**src/rtl/ext_irq_pkg.sv**
```systemverilog
package ext_irq_pkg;

  typedef enum logic {
    TRIG_LEVEL = 1'b0,
    TRIG_FALL  = 1'b1
  } trig_mode_e;

  // older sample high, newer sample low: a falling transition
  function automatic logic fall_seen(input logic older_n, input logic newer_n);
    return older_n & ~newer_n;
  endfunction

  // priority: mode flush, then new edge, then acknowledge
  function automatic logic next_pending(input logic cur, input logic set,
                                        input logic clr, input logic flush);
    logic nxt;
    if (flush)    nxt = 1'b0;
    else if (set) nxt = 1'b1;
    else if (clr) nxt = 1'b0;
    else          nxt = cur;
    return nxt;
  endfunction

endpackage

```
**src/rtl/irq_sync.sv**
```systemverilog
module irq_sync (
  input  logic clk,
  input  logic rst_n,
  input  logic pin_n,
  output logic sync_n,
  output logic prev_n
);

  logic meta_q;
  logic stab_q;
  logic hist_q;

  always_ff @(posedge clk or negedge rst_n) begin
    if (!rst_n) begin
      meta_q <= 1'b1;
      stab_q <= 1'b1;
      hist_q <= 1'b1;
    end else begin
      meta_q <= pin_n;
      stab_q <= meta_q;
      hist_q <= stab_q;
    end
  end

  assign sync_n = stab_q;
  assign prev_n = hist_q;

endmodule

```
**src/rtl/irq_trigger.sv**
```systemverilog
module irq_trigger
  import ext_irq_pkg::*;
(
  input  logic       clk,
  input  logic       rst_n,
  input  trig_mode_e mode,
  input  logic       mode_flush,
  input  logic       sync_n,
  input  logic       prev_n,
  input  logic       ack,
  output logic       req,
  output logic       pending,
  output logic       fall_evt
);

  logic pend_q;

  assign fall_evt = (mode == TRIG_FALL) && fall_seen(prev_n, sync_n);

  always_ff @(posedge clk or negedge rst_n) begin
    if (!rst_n) pend_q <= 1'b0;
    else        pend_q <= next_pending(pend_q, fall_evt, ack, mode_flush);
  end

  assign pending = pend_q;
  assign req     = (mode == TRIG_FALL) ? pend_q : ~sync_n;

endmodule

```
**src/rtl/ext_irq_cond.sv**
```systemverilog
module ext_irq_cond
  import ext_irq_pkg::*;
#(
  parameter int                    NUM_PINS  = 2,
  parameter logic [NUM_PINS-1:0]   WAKE_MASK = 2'b01
) (
  input  logic                clk,
  input  logic                rst_n,
  input  logic [NUM_PINS-1:0] irq_pin_n,
  input  logic                cfg_we,
  input  logic [NUM_PINS-1:0] cfg_mode,
  input  logic [NUM_PINS-1:0] ack,
  input  logic                stop_mode,
  output logic [NUM_PINS-1:0] irq_req,
  output logic                wake
);

  logic [NUM_PINS-1:0] mode_q;
  logic [NUM_PINS-1:0] mode_flush;
  logic [NUM_PINS-1:0] sync_n;
  logic [NUM_PINS-1:0] prev_n;
  logic [NUM_PINS-1:0] pending;
  logic [NUM_PINS-1:0] fall_evt;

  always_ff @(posedge clk or negedge rst_n) begin
    if (!rst_n)      mode_q <= '0;
    else if (cfg_we) mode_q <= cfg_mode;
  end

  assign mode_flush = {NUM_PINS{cfg_we}} & (cfg_mode ^ mode_q);

  for (genvar i = 0; i < NUM_PINS; i++) begin : g_pin
    irq_sync u_sync (
      .clk    (clk),
      .rst_n  (rst_n),
      .pin_n  (irq_pin_n[i]),
      .sync_n (sync_n[i]),
      .prev_n (prev_n[i])
    );

    irq_trigger u_trig (
      .clk        (clk),
      .rst_n      (rst_n),
      .mode       (trig_mode_e'(mode_q[i])),
      .mode_flush (mode_flush[i]),
      .sync_n     (sync_n[i]),
      .prev_n     (prev_n[i]),
      .ack        (ack[i]),
      .req        (irq_req[i]),
      .pending    (pending[i]),
      .fall_evt   (fall_evt[i])
    );
  end

  assign wake = stop_mode & (|(WAKE_MASK & ~sync_n));

endmodule

```
**config.mk**
```make
export PLATFORM = sky130hd
export DESIGN_NAME = ext_irq_cond
export DESIGN_NICKNAME = d
export VERILOG_FILES = /design/src/rtl/ext_irq_pkg.sv /design/src/rtl/irq_sync.sv /design/src/rtl/irq_trigger.sv /design/src/rtl/ext_irq_cond.sv
export SDC_FILE = /design/constraint.sdc
export NUM_CORES = 1
export LEC_CHECK = 0
export ABC_AREA = 1
export CAP_MARGIN = 10
export CORE_MARGIN = 2
export CORE_UTILIZATION = 30
export DETAILED_ROUTE_END_ITERATION = 10
export DONT_BUFFER_PORTS = 1
export PLACE_DENSITY = 0.5
export RECOVER_POWER = 25
export SLEW_MARGIN = 25
export SYNTH_ARGS = -nofsm -noshare
export SYNTH_HDL_FRONTEND = slang
export SYNTH_HIERARCHICAL = 1
export SYNTH_SLANG_ARGS = --single-unit
```
**constraint.sdc**
```tcl
create_clock -name clk -period 1.5 [get_ports clk]
set_input_delay 0.15 -clock clk [delete_from_list [all_inputs] [get_ports clk]]
set_output_delay 0.15 -clock clk [all_outputs]
set_load 0.005 [all_outputs]
```
==> results of run 1 <==
[state kept, by name, indices dropped and copies added, names as in the netlist]
register,count
g_pin.u_sync/prev_n,2
g_pin.u_sync/sync_n,2
g_pin.u_sync/meta_q,2
mode_q,2
g_pin.u_trig/pending,2
[power breakdown]
| part | internal (W) | switching (W) |
|---|---|---|
| combinational | 0.0000177 | 0.0000209 |
| sequential | 0.000293 | 0.0000136 |
| clock | 0.0000919 | 0.0000773 |
[stage by stage]
stage,total power (W),std cells
5_1_grt,0.000552,61
3_5_place_dp,0.000340,55
4_1_cts,0.000527,61
2_1_floorplan,0.000333,40
6_report,0.000514,61
3_3_place_gp,0.000338,55
[layer usage]
layer  global-route usage, %  wire [um]  share of wire, %
met1                    11.2        238                41
met4                    10.0          6               1.0
met2                    15.9        282                48
met3                    3.89         57               9.8
met5                       0          0                 0
[worst paths after layout]
check | startpoint | end | depth (start not counted)
max | mode_q[1] | irq_req[1] | 1
min | cfg_we | mode_q[0] | 1
max reg2reg | mode_q[1] | g_pin[1].u_trig/pending | 4
min reg2reg | g_pin[0].u_sync/meta_q | g_pin[0].u_sync/sync_n | 0
max in group asynchronous | rst_n | g_pin[0].u_sync/sync_n | 1
min in group asynchronous | rst_n | g_pin[1].u_trig/pending | 1
[repair_timing]
action,4_1_cts,5_1_grt
setup endpoints to repair,0,0
hold buffers,3,0
endpoints found under the hold margin,12,0
resized for setup,0,0
setup buffers,0,0
[layout make-up]
cell class | count | share of cell area, %
Sequential cell | 10 | 54.9
Timing Repair Buffer | 3 | 6.40
Inverter | 7 | 5.60
Multi-Input combinational cell | 23 | 24.3
Clock buffer | 3 | 4.80
Tap cell | 15 | 4.00
==> flow_summary_export.csv, run 1 <==
group,metric,value,unit
placement,finalWeightedCongestion,0.614,
timing,setup_viol,0,
routing,via_per_inst,4.36,
critical_path,cp.required,1350,ps
routing,drc,0,
clock_tree,cts_max_level,1,
cells_and_area,layout-drive-gt1-share,26.1,%
power,p_leak,0.216,nW
critical_path,cp_slowest_cell,"dfrtp_1",
worst_hold_path,hold_path.class,"in -> reg",
floorplanning,ios,13,
critical_path,cp_slowest_stage_delay,440,ps
global_route,antenna_found_initial,0,
placement,post-place-ws,683,ps
synth,synthCells,40,
synth,synth_nets,50,
clock_tree,cts_tree,"yes",
placement,port_buffers,0,
routing,drtIter0Drc,1,
cells_and_area,multi_input_area,114,um2
timing,skew,0.245,ps
timing,grt_setup_unrepaired,"false",
routing,first_pass_iters,3,
global_route,grt_pass1_wl,1.04,mm
placement,place_area,417,um2
critical_path,cp-start-kind,"flop",
cells_and_area,register_area,258,um2
cells_and_area,layout_commonest_cell,"nand2_1",
cells_and_area,diodes,0,
routing,postRouteAntennaNets,0,
timing,period_share,71.8,%
flow_run,cap_violations,0,
synth,mappedNetlistArea,398,um2
timing,whs,14.1,ps
timing,timing.fmax,0.929,GHz
synth,synth_warnings,6,
power,ir_drop,0.444,mV
floorplanning,die_w,40.4,um
floorplanning,die_area,1630,um2
critical_path,critPathBufInv,0,
timing,min_period,1080,ps
critical_path,path_delay_family,"flip-flops",
cells_and_area,fin_util,37.0,%
timing,report.final.hold_viol_count,0,
critical_path,critical_path_class,"reg -> out",
placement,hpwl,467,um
clock_tree,clkTransAtPathRegs,60,ps
clock_tree,clock_latency,250,ps
cells_and_area,nNetsFinal,58,
cells_and_area,final_area,469,um2
power,cellPowerDensity,1100,nW/um2
clock_tree,cts_buffers,3,
floorplanning,core-area,1270,um2
synth,postSynthAreaPerCell,9.95,um2
critical_path,end_kind,"primary output",
routing,wire_per_inst,9.57,um
floorplanning,rows,13,
routing,routed_wl,584,um
cells_and_area,layout_common_cells,"nand2_1 (10), inv_1 (7), nor2_1 (5), dfstp_2 (5)",
global_route,grt_max_degree,11,
global_route,grt_usage,10.6,%
cells_and_area,syn_to_final_growth,17.9,%
global_route,grt.overflow.total,0,
critical_path,worst_ep_arrival_time,930,ps
global_route,grt_pass1_vias,264,
clock_tree,root_buffer,"clkbuf_4",
timing,fin_ws,423,ps
clock_tree,cts.path.max_buffers,2,
run_status,outcome,"finished, final reports clean",
floorplanning,initial_core_util,31.4,%
timing,slew_viol_final,0,
critical_path,path_cells,"o21ai_0",
cells_and_area,fillers,143,
routing,vias,266,
critical_path,reg2reg_slack,680,ps
timing,worst_pin_slew,430,ps
timing,setup_tns,0,ps
timing,relSlewSlack,71.2,%
floorplanning,die_h,40.4,um
clock_tree,cts.sinks,10,
critical_path,critPathMaxFanout,6,
No activity file was read; power rests on OpenSTA's default activity.
==> run 2: changes to the inputs <==
ABC_AREA = 0   (was 1)
clock period = 1 ns   (was 1.5 ns; I/O delays follow)
==> run 2 against run 1 <==
Net effect:
- via count shrank 15%
- critical path depth is the same
- synthesized cell count shrank 33%
- non-clock buffer count grew 3
- count of clock-buffer cells in the layout is the same
- critical path type unchanged
- largest cell class unchanged
==> flow_summary_export.csv, run 2 <==
group,metric,value,unit
routing,wire_per_inst,11.5,um
cells_and_area,final_area,497,um2
critical_path,critPathBufInv,0,
synth,mappedNetlistArea,387,um2
timing,fin_ws,34.7,ps
cells_and_area,diodes,0,
timing,report.final.hold_viol_count,0,
timing,period_share,96.5,%
timing,timing.fmax,1.04,GHz
floorplanning,ios,13,
placement,place_area,404,um2
floorplanning,die_h,39.9,um
timing,relSlewSlack,71.8,%
synth,synthCells,27,
critical_path,r2r-end,"g_pin[1].u_trig/pending",
timing,skew,0.163,ps
routing,dr_wl_met3,29,um
clock_tree,clock_latency,250,ps
critical_path,critical_path_class,"reg -> out",
clock_tree,post_cts_buffers,0,
critical_path,path_cells,"o21ai_2",
global_route,grt_pass1_wl,986,um
placement,post-place-ws,84.6,ps
routing,vias,225,
floorplanning,die_w,39.9,um
global_route,grt_usage,10.0,%
clock_tree,cts.path.max_buffers,2,
timing,setup_viol,0,
critical_path,end_kind,"primary output",
floorplanning,rows,12,
routing,routed.top_layer,"met3",
power,total_power,0.000802,W
critical_path,rr_startpoint,"mode_q[1]",
routing,dr_wl_met2,314,um
timing,whs,34.7,ps
clock_tree,root_buffer,"clkbuf_4",
placement,dpl.cell_count,41,
critical_path,cp.required,900,ps
timing,worst_pin_slew,421,ps
routing,drtIter0Drc,1,
floorplanning,die_area,1590,um2
clock_tree,cts_tree,"yes",
routing,drc,0,
critical_path,cp_slowest_cell,"dfstp_2",
clock_tree,cts.sinks,10,
cells_and_area,final_cells,50,
critical_path,worst_ep_arrival_time,870,ps
global_route,grt_pass1_vias,272,
worst_hold_path,hold_path_end,"g_pin[0].u_trig/pending",
worst_hold_path,min_path_cells,2,
cells_and_area,layout-drive-gt1-share,47.2,%
critical_path,critPathMaxFanout,4,
run_status,outcome,"finished, final reports clean",
synth,synth_warnings,6,
clock_tree,cts_max_level,1,
synth,postSynthAreaPerCell,14.3,um2
clock_tree,cts_buffers,3,
timing,grt_setup_unrepaired,"true",
worst_hold_path,hp-start,"cfg_we",
power,cellPowerDensity,1610,nW/um2
global_route,grt_max_degree,11,
floorplanning,core-area,1160,um2
global_route,antenna_found_initial,0,
timing,min_period,965,ps
routing,postRouteAntennaNets,0,
routing,routed_wl,573,um
floorplanning,initial_core_util,33.4,%
placement,finalWeightedCongestion,0.567,
timing,slew_viol_final,0,
routing,first_pass_iters,2,
critical_path,cp-start-kind,"flop",
routing,via_per_inst,4.50,
global_route,grt.overflow.total,0,
critical_path,reg2reg_slack,70,ps
critical_path,reg2reg_depth,3,
flow_run,cap_violations,0,
synth,synth_nets,37,
worst_hold_path,hold_path.class,"in -> reg",
cells_and_area,layout_common_cells,"dlygate4sd3_1 (6), dfstp_2 (6), clkbuf_4 (3)",
critical_path,cp_slowest_stage_delay,550,ps
critical_path,path_delay_family,"flip-flops",
cells_and_area,syn_to_final_growth,28.5,%
clock_tree,clkTransAtPathRegs,60,ps
routing,wl_met1,229,um
power,p_leak,0.200,nW
power,ir_drop,0.684,mV
cells_and_area,nNetsFinal,48,
placement,port_buffers,0,
## run 2: cell type report
type / instances / area [um2]
Fill cell: 109 / 659
Clock buffer: 3 / 22.5
Sequential cell: 10 / 260
Timing Repair Buffer: 6 / 60.1
Multi-Input combinational cell: 17 / 136
Tap cell: 14 / 17.5
## run 2: how the worst max path moves through the flow
stage               cells past startpoint                    from                       to  slack, ps
floorplan                               3               mode_q[0]  g_pin[0].u_trig/pending        140
global placement                        3               mode_q[0]  g_pin[0].u_trig/pending        110
detailed placement                      3               mode_q[1]  g_pin[1].u_trig/pending         80
CTS                                     1  g_pin[0].u_sync/sync_n               irq_req[0]          3
global route                            1  g_pin[0].u_sync/sync_n               irq_req[0]        -20
finish                                  1  g_pin[0].u_sync/sync_n               irq_req[0]         30
## run 2: metrics by stage
stage	utilization, %	TNS, ps
floorplan	-	0
global placement	35.0	0
detailed placement	35.0	0
CTS	42.4	0
global route	43.0	-45.8
finish	43.0	0
## run 2: repair_timing
item | CTS | global route
pin swaps | 0 | 2
resized for setup | 3 | 3
endpoints found under the setup margin | 2 | 4
hold buffers | 6 | 0
hold endpoints to repair | 14 | 0
## run 2: layer usage
layer	track usage, %	vias up
met1	9.19	107
met2	16.1	7
met3	3.98	0
met4	10.3	0
met5	0	-
li1	-	111
## run 2: power by group
| group | internal [W] | switching [W] |
|---|---|---|
| clock | 0.000138 | 0.000113 |
| combinational | 0.0000521 | 0.0000330 |
| sequential | 0.000444 | 0.0000222 |
| total | 0.000633 | 0.000169 |
